### config.mk
export PLATFORM = sky130hd
export DESIGN_NAME = rdreq_engine
export DESIGN_NICKNAME = d
export VERILOG_FILES = /design/src/rtl/rdreq_pkg.sv /design/src/rtl/rdreq_regs.sv /design/src/rtl/rdreq_split.sv /design/src/rtl/rdreq_engine.sv
export SDC_FILE = /design/constraint.sdc
export NUM_CORES = 1
export LEC_CHECK = 0
export CORE_UTILIZATION = 40
export DETAILED_ROUTE_END_ITERATION = 7
export PLACE_DENSITY = 0.67
export SLEW_MARGIN = 10
export SYNTH_ARGS = -nofsm -noshare
export SYNTH_HDL_FRONTEND = slang
export SYNTH_SLANG_ARGS = --single-unit
### constraint.sdc
create_clock -name clk_i -period 11.3 [get_ports clk_i]
set_input_delay 3.39 -clock clk_i [delete_from_list [all_inputs] [get_ports clk_i]]
set_output_delay 3.39 -clock clk_i [all_outputs]
set_load 0.005 [all_outputs]
### src/rtl/rdreq_pkg.sv
package rdreq_pkg;

    localparam int unsigned REG_W     = 32;
    localparam int unsigned CODE_W    = 2;
    localparam int unsigned EXT_ERR_N = 7;
    localparam int unsigned ERR_N     = EXT_ERR_N + 1;
    localparam int unsigned ERR_OVF   = ERR_N - 1;

    // control register field positions
    localparam int unsigned CTL_SRST  = 0;
    localparam int unsigned CTL_EN    = 1;
    localparam int unsigned CTL_AEN   = 2;
    localparam int unsigned CTL_BURST = 16;

    typedef enum logic {
        ST_IDLE = 1'b0,
        ST_BUSY = 1'b1
    } split_state_e;

    // byte count selected by a size code
    function automatic logic [12:0] code_bytes(input logic [CODE_W-1:0] code);
        logic [12:0] b;
        case (code)
            2'd0:    b = 13'd128;
            2'd1:    b = 13'd256;
            2'd2:    b = 13'd512;
            default: b = 13'd4096;
        endcase
        return b;
    endfunction

endpackage

### src/rtl/rdreq_regs.sv
module rdreq_regs
    import rdreq_pkg::*;
(
    input  logic                 clk_i,
    input  logic                 rst_ni,
    input  logic                 reg_we_i,
    input  logic                 reg_addr_i,
    input  logic [REG_W-1:0]     reg_wdata_i,
    output logic [REG_W-1:0]     reg_rdata_o,
    input  logic [ERR_N-1:0]     err_set_i,
    input  logic                 busy_i,
    output logic [CODE_W-1:0]    burst_o,
    output logic                 en_o,
    output logic                 srst_o,
    output logic                 attn_o
);

    typedef struct packed {
        logic [CODE_W-1:0] burst;
        logic [ERR_N-1:0]  attn_en;
        logic              en;
        logic              srst;
        logic [ERR_N-1:0]  err;
    } regs_t;

    localparam regs_t RESET_VAL = '{burst: '0, attn_en: '0, en: 1'b1, srst: 1'b0, err: '0};

    regs_t s_d, s_q;

    logic             wr_ctl;
    logic             wr_sts;
    logic [ERR_N-1:0] clr_mask;
    logic             unused_wdata;

    assign wr_ctl       = reg_we_i && (reg_addr_i == 1'b0);
    assign wr_sts       = reg_we_i && (reg_addr_i == 1'b1);
    assign clr_mask     = wr_sts ? reg_wdata_i[ERR_N-1:0] : '0;
    assign unused_wdata = ^{reg_wdata_i[REG_W-1:CTL_BURST+CODE_W],
                            reg_wdata_i[CTL_BURST-1:CTL_AEN+ERR_N]};

    always_comb begin
        s_d      = s_q;
        s_d.srst = 1'b0;
        if (wr_ctl) begin
            s_d.srst    = reg_wdata_i[CTL_SRST];
            s_d.en      = reg_wdata_i[CTL_EN];
            s_d.attn_en = reg_wdata_i[CTL_AEN +: ERR_N];
            s_d.burst   = reg_wdata_i[CTL_BURST +: CODE_W];
        end
        if (s_q.srst) begin
            s_d.err = '0;
        end else begin
            s_d.err = (s_q.err & ~clr_mask) | err_set_i;
        end
    end

    always_ff @(posedge clk_i or negedge rst_ni) begin
        if (!rst_ni) begin
            s_q <= RESET_VAL;
        end else begin
            s_q <= s_d;
        end
    end

    always_comb begin
        reg_rdata_o = '0;
        if (reg_addr_i == 1'b0) begin
            reg_rdata_o[CTL_SRST]                = s_q.srst;
            reg_rdata_o[CTL_EN]                  = s_q.en || busy_i;
            reg_rdata_o[CTL_AEN +: ERR_N]        = s_q.attn_en;
            reg_rdata_o[CTL_BURST +: CODE_W]     = s_q.burst;
        end else begin
            reg_rdata_o[ERR_N-1:0]               = s_q.err;
        end
    end

    assign burst_o = s_q.burst;
    assign en_o    = s_q.en;
    assign srst_o  = s_q.srst;
    assign attn_o  = |(s_q.err & s_q.attn_en);

    // soft reset lasts one cycle unless written again
    p_srst_self_clear_r6: assert property (@(posedge clk_i) disable iff (!rst_ni)
        s_q.srst && !(wr_ctl && reg_wdata_i[CTL_SRST]) |=> !s_q.srst);

    // the soft reset cycle leaves every error flag clear
    p_srst_clears_r6: assert property (@(posedge clk_i) disable iff (!rst_ni)
        s_q.srst |=> (s_q.err == '0));

    // write-one clears bits not set again in the same cycle
    p_sts_w1c_r11: assert property (@(posedge clk_i) disable iff (!rst_ni)
        wr_sts && !s_q.srst |=>
        ((s_q.err & $past(reg_wdata_i[ERR_N-1:0] & ~err_set_i)) == '0));

endmodule

### src/rtl/rdreq_split.sv
module rdreq_split
    import rdreq_pkg::*;
#(
    parameter int unsigned ADDR_W = 64,
    parameter int unsigned LEN_W  = 16
) (
    input  logic              clk_i,
    input  logic              rst_ni,
    input  logic              clr_i,
    input  logic              en_i,
    input  logic [CODE_W-1:0] burst_i,
    input  logic [CODE_W-1:0] mrrs_i,
    input  logic              job_valid_i,
    input  logic [ADDR_W-1:0] job_addr_i,
    input  logic [LEN_W-1:0]  job_len_i,
    output logic              job_ready_o,
    output logic              req_valid_o,
    input  logic              req_ready_i,
    output logic [ADDR_W-1:0] req_addr_o,
    output logic [LEN_W-1:0]  req_len_o,
    output logic              ovf_o,
    output logic              busy_o
);

    localparam int unsigned LOW_W = 33;
    localparam logic [LOW_W-1:0] FOUR_GB = {1'b1, 32'd0};

    typedef struct packed {
        split_state_e      state;
        logic [ADDR_W-1:0] addr;
        logic [LEN_W-1:0]  remain;
    } split_t;

    split_t s_d, s_q;

    logic [CODE_W-1:0] eff_code;
    logic [LEN_W-1:0]  eff_bytes;
    logic [LEN_W-1:0]  chunk;
    logic [LOW_W-1:0]  low_end;
    logic              crosses;
    logic              accept;
    logic              fire;

    always_comb begin
        eff_code    = (burst_i < mrrs_i) ? burst_i : mrrs_i;
        eff_bytes   = LEN_W'(code_bytes(eff_code));
        chunk       = (s_q.remain < eff_bytes) ? s_q.remain : eff_bytes;
        low_end     = {1'b0, job_addr_i[31:0]} + LOW_W'(job_len_i);
        crosses     = (job_addr_i[ADDR_W-1:32] == '0) && (low_end > FOUR_GB);
        job_ready_o = (s_q.state == ST_IDLE) && en_i && !clr_i;
        accept      = job_valid_i && job_ready_o;
        req_valid_o = (s_q.state == ST_BUSY) && !clr_i;
        fire        = req_valid_o && req_ready_i;
        ovf_o       = accept && crosses;

        s_d = s_q;
        if (clr_i) begin
            s_d.state = ST_IDLE;
        end else if (s_q.state == ST_IDLE) begin
            if (accept && !crosses && (job_len_i != '0)) begin
                s_d.state  = ST_BUSY;
                s_d.addr   = job_addr_i;
                s_d.remain = job_len_i;
            end
        end else if (fire) begin
            s_d.addr   = s_q.addr + ADDR_W'(chunk);
            s_d.remain = s_q.remain - chunk;
            if (s_q.remain == chunk) begin
                s_d.state = ST_IDLE;
            end
        end
    end

    always_ff @(posedge clk_i or negedge rst_ni) begin
        if (!rst_ni) begin
            s_q <= '{state: ST_IDLE, addr: '0, remain: '0};
        end else begin
            s_q <= s_d;
        end
    end

    assign req_addr_o = s_q.addr;
    assign req_len_o  = chunk;
    assign busy_o     = (s_q.state == ST_BUSY);

    // a request never exceeds either limit and is never empty
    p_len_cap_r2: assert property (@(posedge clk_i) disable iff (!rst_ni)
        req_valid_o |-> (req_len_o != '0)
                     && (req_len_o <= LEN_W'(code_bytes(burst_i)))
                     && (req_len_o <= LEN_W'(code_bytes(mrrs_i))));

    // a rejected crossing job produces no request
    p_no_req_after_ovf_r3: assert property (@(posedge clk_i) disable iff (!rst_ni)
        ovf_o |=> !req_valid_o);

    // the next request of a job starts where the last one ended
    p_addr_step_r9: assert property (@(posedge clk_i) disable iff (!rst_ni || clr_i)
        req_valid_o && req_ready_i |=>
        !req_valid_o || (req_addr_o == $past(req_addr_o) + ADDR_W'($past(req_len_o))));

    // a stalled request holds still
    p_hold_r10: assert property (@(posedge clk_i) disable iff (!rst_ni || clr_i)
        req_valid_o && !req_ready_i |=>
        req_valid_o && $stable(req_addr_o) && $stable(req_len_o));

    // no job is taken while a request is outstanding
    p_ready_idle_r12: assert property (@(posedge clk_i) disable iff (!rst_ni)
        job_ready_o |-> !req_valid_o);

endmodule

### src/rtl/rdreq_engine.sv
module rdreq_engine
    import rdreq_pkg::*;
#(
    parameter int unsigned ADDR_W = 64,
    parameter int unsigned LEN_W  = 16
) (
    input  logic                 clk_i,
    input  logic                 rst_ni,
    input  logic                 reg_we_i,
    input  logic                 reg_addr_i,
    input  logic [31:0]          reg_wdata_i,
    output logic [31:0]          reg_rdata_o,
    input  logic [1:0]           max_rd_code_i,
    input  logic [6:0]           err_pulse_i,
    input  logic                 job_valid_i,
    input  logic [ADDR_W-1:0]    job_addr_i,
    input  logic [LEN_W-1:0]     job_len_i,
    output logic                 job_ready_o,
    output logic                 req_valid_o,
    input  logic                 req_ready_i,
    output logic [ADDR_W-1:0]    req_addr_o,
    output logic [LEN_W-1:0]     req_len_o,
    output logic                 attn_o
);

    logic [CODE_W-1:0] burst;
    logic              en;
    logic              srst;
    logic              ovf;
    logic              busy;
    logic [ERR_N-1:0]  err_set;

    assign err_set = {ovf, err_pulse_i};

    rdreq_regs u_regs (
        .clk_i       (clk_i),
        .rst_ni      (rst_ni),
        .reg_we_i    (reg_we_i),
        .reg_addr_i  (reg_addr_i),
        .reg_wdata_i (reg_wdata_i),
        .reg_rdata_o (reg_rdata_o),
        .err_set_i   (err_set),
        .busy_i      (busy),
        .burst_o     (burst),
        .en_o        (en),
        .srst_o      (srst),
        .attn_o      (attn_o)
    );

    rdreq_split #(
        .ADDR_W (ADDR_W),
        .LEN_W  (LEN_W)
    ) u_split (
        .clk_i       (clk_i),
        .rst_ni      (rst_ni),
        .clr_i       (srst),
        .en_i        (en),
        .burst_i     (burst),
        .mrrs_i      (max_rd_code_i),
        .job_valid_i (job_valid_i),
        .job_addr_i  (job_addr_i),
        .job_len_i   (job_len_i),
        .job_ready_o (job_ready_o),
        .req_valid_o (req_valid_o),
        .req_ready_i (req_ready_i),
        .req_addr_o  (req_addr_o),
        .req_len_o   (req_len_o),
        .ovf_o       (ovf),
        .busy_o      (busy)
    );

endmodule

==> flow_summary.json <==
{
  "synth-xor-area-share_pct": 3.68,
  "avgSynthCellArea_sq_um": 8.07,
  "syn-cell-area_sq_mm": 0.00952,
  "hold_viol_final": 0,
  "core_region_area_sq_mm": 0.0234,
  "routed_wl_um": 32900,
  "power_frac_comb_pct": 53.3,
  "overflow": 0,
  "period_share_pct": 91.8,
  "path_delay_family": "buffers and inverters",
  "p_int_w": 0.00133,
  "htree_levels": 3,
  "syn_to_final_growth_pct": 20.0,
  "drv_slew": 0,
  "p_sw_share_pct": 42.0,
  "layout_commonest_cell": "clkdlybuf4s50_1",
  "dr.pass1.iters": 8,
  "worstSetupEndpointType": "output port",
  "synth_top_family_by_area": "simple AND/OR/NAND/NOR gates",
  "leakagePower_nw": 4.56,
  "peakVddDrop_mv": 0.0954,
  "outcome": "finished with violations",
  "dr.first_iter.drc_count": 1000,
  "grt_pass1_vias": 8808,
  "ys_types": 80,
  "ys_warn_count": 0,
  "critPathBufInv": 3,
  "die_w_um": 156,
  "synth-main-ff-cell": "dfrtp_1",
  "port_buffers": 198,
  "drc": 1,
  "mostFrequentLayoutCells": "197 x clkdlybuf4s50_1, 101 x nor2_1, 100 x dfrtp_1, 95 x nand2_1, 59 x nand3_1",
  "p_switching_w": 0.000961,
  "dp_hpwl_um": 24900,
  "final_util_pct": 48.8,
  "cp_num_cells": 13,
  "worst_pin_slew_ns": 1.16,
  "min_path_cells": 1,
  "num_antenna_cells": 0,
  "io_pins": 242,
  "grt_start_max_net_pins": 64,
  "synthMuxAreaShare_pct": 3.24,
  "synthTopCellsByArea": "dfrtp_1 26%, buf_4 7.3%, ha_1 5.6%",
  "rsz0062_at_grt": "no",
  "finalSetupTns_ns": 0,
  "skew_ns": 0.0176,
  "cp_max_fo": 24,
  "start_util_pct": 40.7,
  "drive_gt1_share_pct": 4.69,
  "seqPwrFrac_pct": 32.4,
  "cts_hold_buf": 0,
  "critical_path_class": "in -> out",
  "root_buffer": "clkbuf_16",
  "synth_top_area_share_pct": 26.3,
  "grt_use_total_pct": 26.6,
  "cp_slowest_cell": "clkdlybuf4s50_1",
  "wl_per_cell_um": 20.6,
  "fp.dieH_um": 156,
  "pre_cts_ws_ns": 0.955,
  "postCtsSetupBuffers": 0,
  "vias_per_cell": 6.02,
  "synthSimpleGateAreaFrac_pct": 25.3,
  "maxCapViolCount": 0,
  "violations": "design-rule violations",
  "ant_nets": 0,
  "setup_viol": 0,
  "nets": 1447,
  "syn_inst": 1180,
  "antenna_found_initial": 1,
  "core.rowCount": 56,
  "vias": 9626,
  "path_clk_slew_ns": 0.07,
  "placed_cells": 1583,
  "p_per_area_mw_per_mm2": 200,
  "stdcell_count": 1599,
  "grt_pass1_wl_um": 50400,
  "synthAdderAreaFrac_pct": 6.07,
  "yosysTopAreaCell": "dfrtp_1",
  "clk_latency_ns": 0.36,
  "max_stage_delay_ns": 0.63,
  "min_path_type": "reg -> reg",
  "min_period_ns": 10.37,
  "synth-seq-area-share_pct": 26.6,
  "cts_buffers": 9,
  "synth_edf_count": 0,
  "p_clk_share_pct": 14.3,
  "worstPathRequired_ns": 7.91,
  "gp_congestion": 0.946,
  "reg2regPathDepth": 22,
  "cp.arrival_ns": 6.98,
  "fmax_mhz": 96.4,
  "synth_compound_area_share_pct": 24.1,
  "clk_path_buf_depth": 2,
  "max-slew-margin-rel_pct": 22.5,
  "fill_cells": 2297,
  "cts_sinks": 101,
  "cp_cell_sequence": "clkdlybuf4s50_1 > inv_1 > ha_1 > nor2_1 > o22ai_1 > nand2_1 > ha_1 > or4_1 > a21boi_0 > a31o_2 > nand2_1 > o21ai_0 > clkdlybuf4s50_1",
  "cts_resized": 0,
  "async_reset_ff_share_pct": 100,
  "die_area_sq_mm": 0.0244,
  "cts_tree": "yes",
  "synth_seq_cells": 101,
  "startpoint_type": "input port",
  "setup_ws_ns": 0.930
}
[through the flow]
step | instance area [sq um] | power [W] | hold slack, ns
2_1_floorplan | 9620 | 0.00156 | 0.471
3_3_place_gp | 11100 | 0.00194 | 0.513
3_5_place_dp | 11100 | 0.00196 | 0.522
4_1_cts | 11400 | 0.00229 | 0.540
5_1_grt | 11400 | 0.00246 | 0.563
6_report | 11400 | 0.00229 | 0.536
[final cells by class]
| type | instances | area, sq um | share of cell area, % |
|---|---|---|---|
| Sequential cell | 101 | 2530 | 22.1 |
| Clock buffer | 13 | 250 | 2.19 |
| Timing Repair Buffer | 202 | 2010 | 17.6 |
| Clock inverter | 3 | 46.3 | 0.405 |
| Tap cell | 319 | 399 | 3.49 |
| Multi-Input combinational cell | 924 | 6060 | 53.0 |
| Inverter | 37 | 139 | 1.22 |
[worst reg2reg max path: cells and delay by family, from the launching register on]
family	cells	cell delay, ns
adders and majority gates	4	1.16
DFF	1	0.42
and+or+nand+nor	11	3.06
AOI/OAI and AO/OA	4	1.06
xor gates and xnor gates	1	0.09
muxes	1	0.27
buffers and inverters	1	0.05
[cell families after synthesis]
| kind of cell | count (synthesis) |
|---|---|
| AND/OR/NAND/NOR | 468 |
| AO/OA/AOI/OAI | 316 |
| buffers and inverters | 180 |
| flip-flops | 101 |
| adder cells (fa/ha/maj) | 45 |
| XOR/XNOR | 40 |
| multiplexers | 28 |
| other | 2 |
[per-layer routing]
layer	vias to the layer above	part of all wire, %	global-route usage (%)
li1	4507	-	-
met1	4633	44	36.8
met2	442	45	42.5
met3	42	8.1	4.49
met4	2	2.2	7.00
met5	-	0.037	0
[registers in the layout, indices dropped and copies added, names as in the netlist]
register            cells
u_regs.burst_o          2
u_regs.en_o             1
u_split.req_addr_o     64
u_split.busy_o          1
u_regs.srst_o           1
u_regs.s_q             16
u_split.s_q            16
[worst paths after layout]
kind                                                from                                 end  slack (ns)
max reg2reg                u_regs.burst_o[1]$_DFFE_PN0P_  u_split.req_addr_o[58]$_DFFE_PN0P_        5.06
max in group asynchronous                         rst_ni  u_split.req_addr_o[22]$_DFFE_PN0P_        6.99
min in group asynchronous                         rst_ni       u_regs.burst_o[1]$_DFFE_PN0P_        3.04
min                           u_regs.s_q[10]$_DFFE_PN0P_          u_regs.s_q[10]$_DFFE_PN0P_        0.54
max                                     max_rd_code_i[1]                        req_len_o[9]        0.93
min reg2reg                   u_regs.s_q[10]$_DFFE_PN0P_          u_regs.s_q[10]$_DFFE_PN0P_        0.54
[cell usage after synthesis (12+ instances only)]
master,number
nand4_1,25
a21oi_1,52
ha_1,43
and2_1,17
o211ai_1,15
nor2b_1,12
a211oi_1,12
a221o_1,42
clkbuf_1,35
o21ai_0,57
nor2_1,102
a31oi_1,13
or3_1,22
nand3_1,59
o21a_1,13
and3_1,18
dfrtp_1,100
nor4_1,29
nor3_1,41
mux2_2,23
a211o_1,12
buf_2,13
xor2_1,19
nand2_1,96
buf_4,93
xnor2_1,21
a21o_1,25
inv_1,37
[power groups by stage]
stage / combinational [W] / clock [W] / sequential, W
after floorplan: 0.000917 / 0 / 0.000645
final: 0.00122 / 0.000327 / 0.000742
after global routing: 0.00135 / 0.000343 / 0.000765
after CTS: 0.00122 / 0.000330 / 0.000736
after detailed placement: 0.00122 / 0 / 0.000740
after global placement: 0.00120 / 0 / 0.000739
Note: power is estimated with default switching activity, not from simulation.
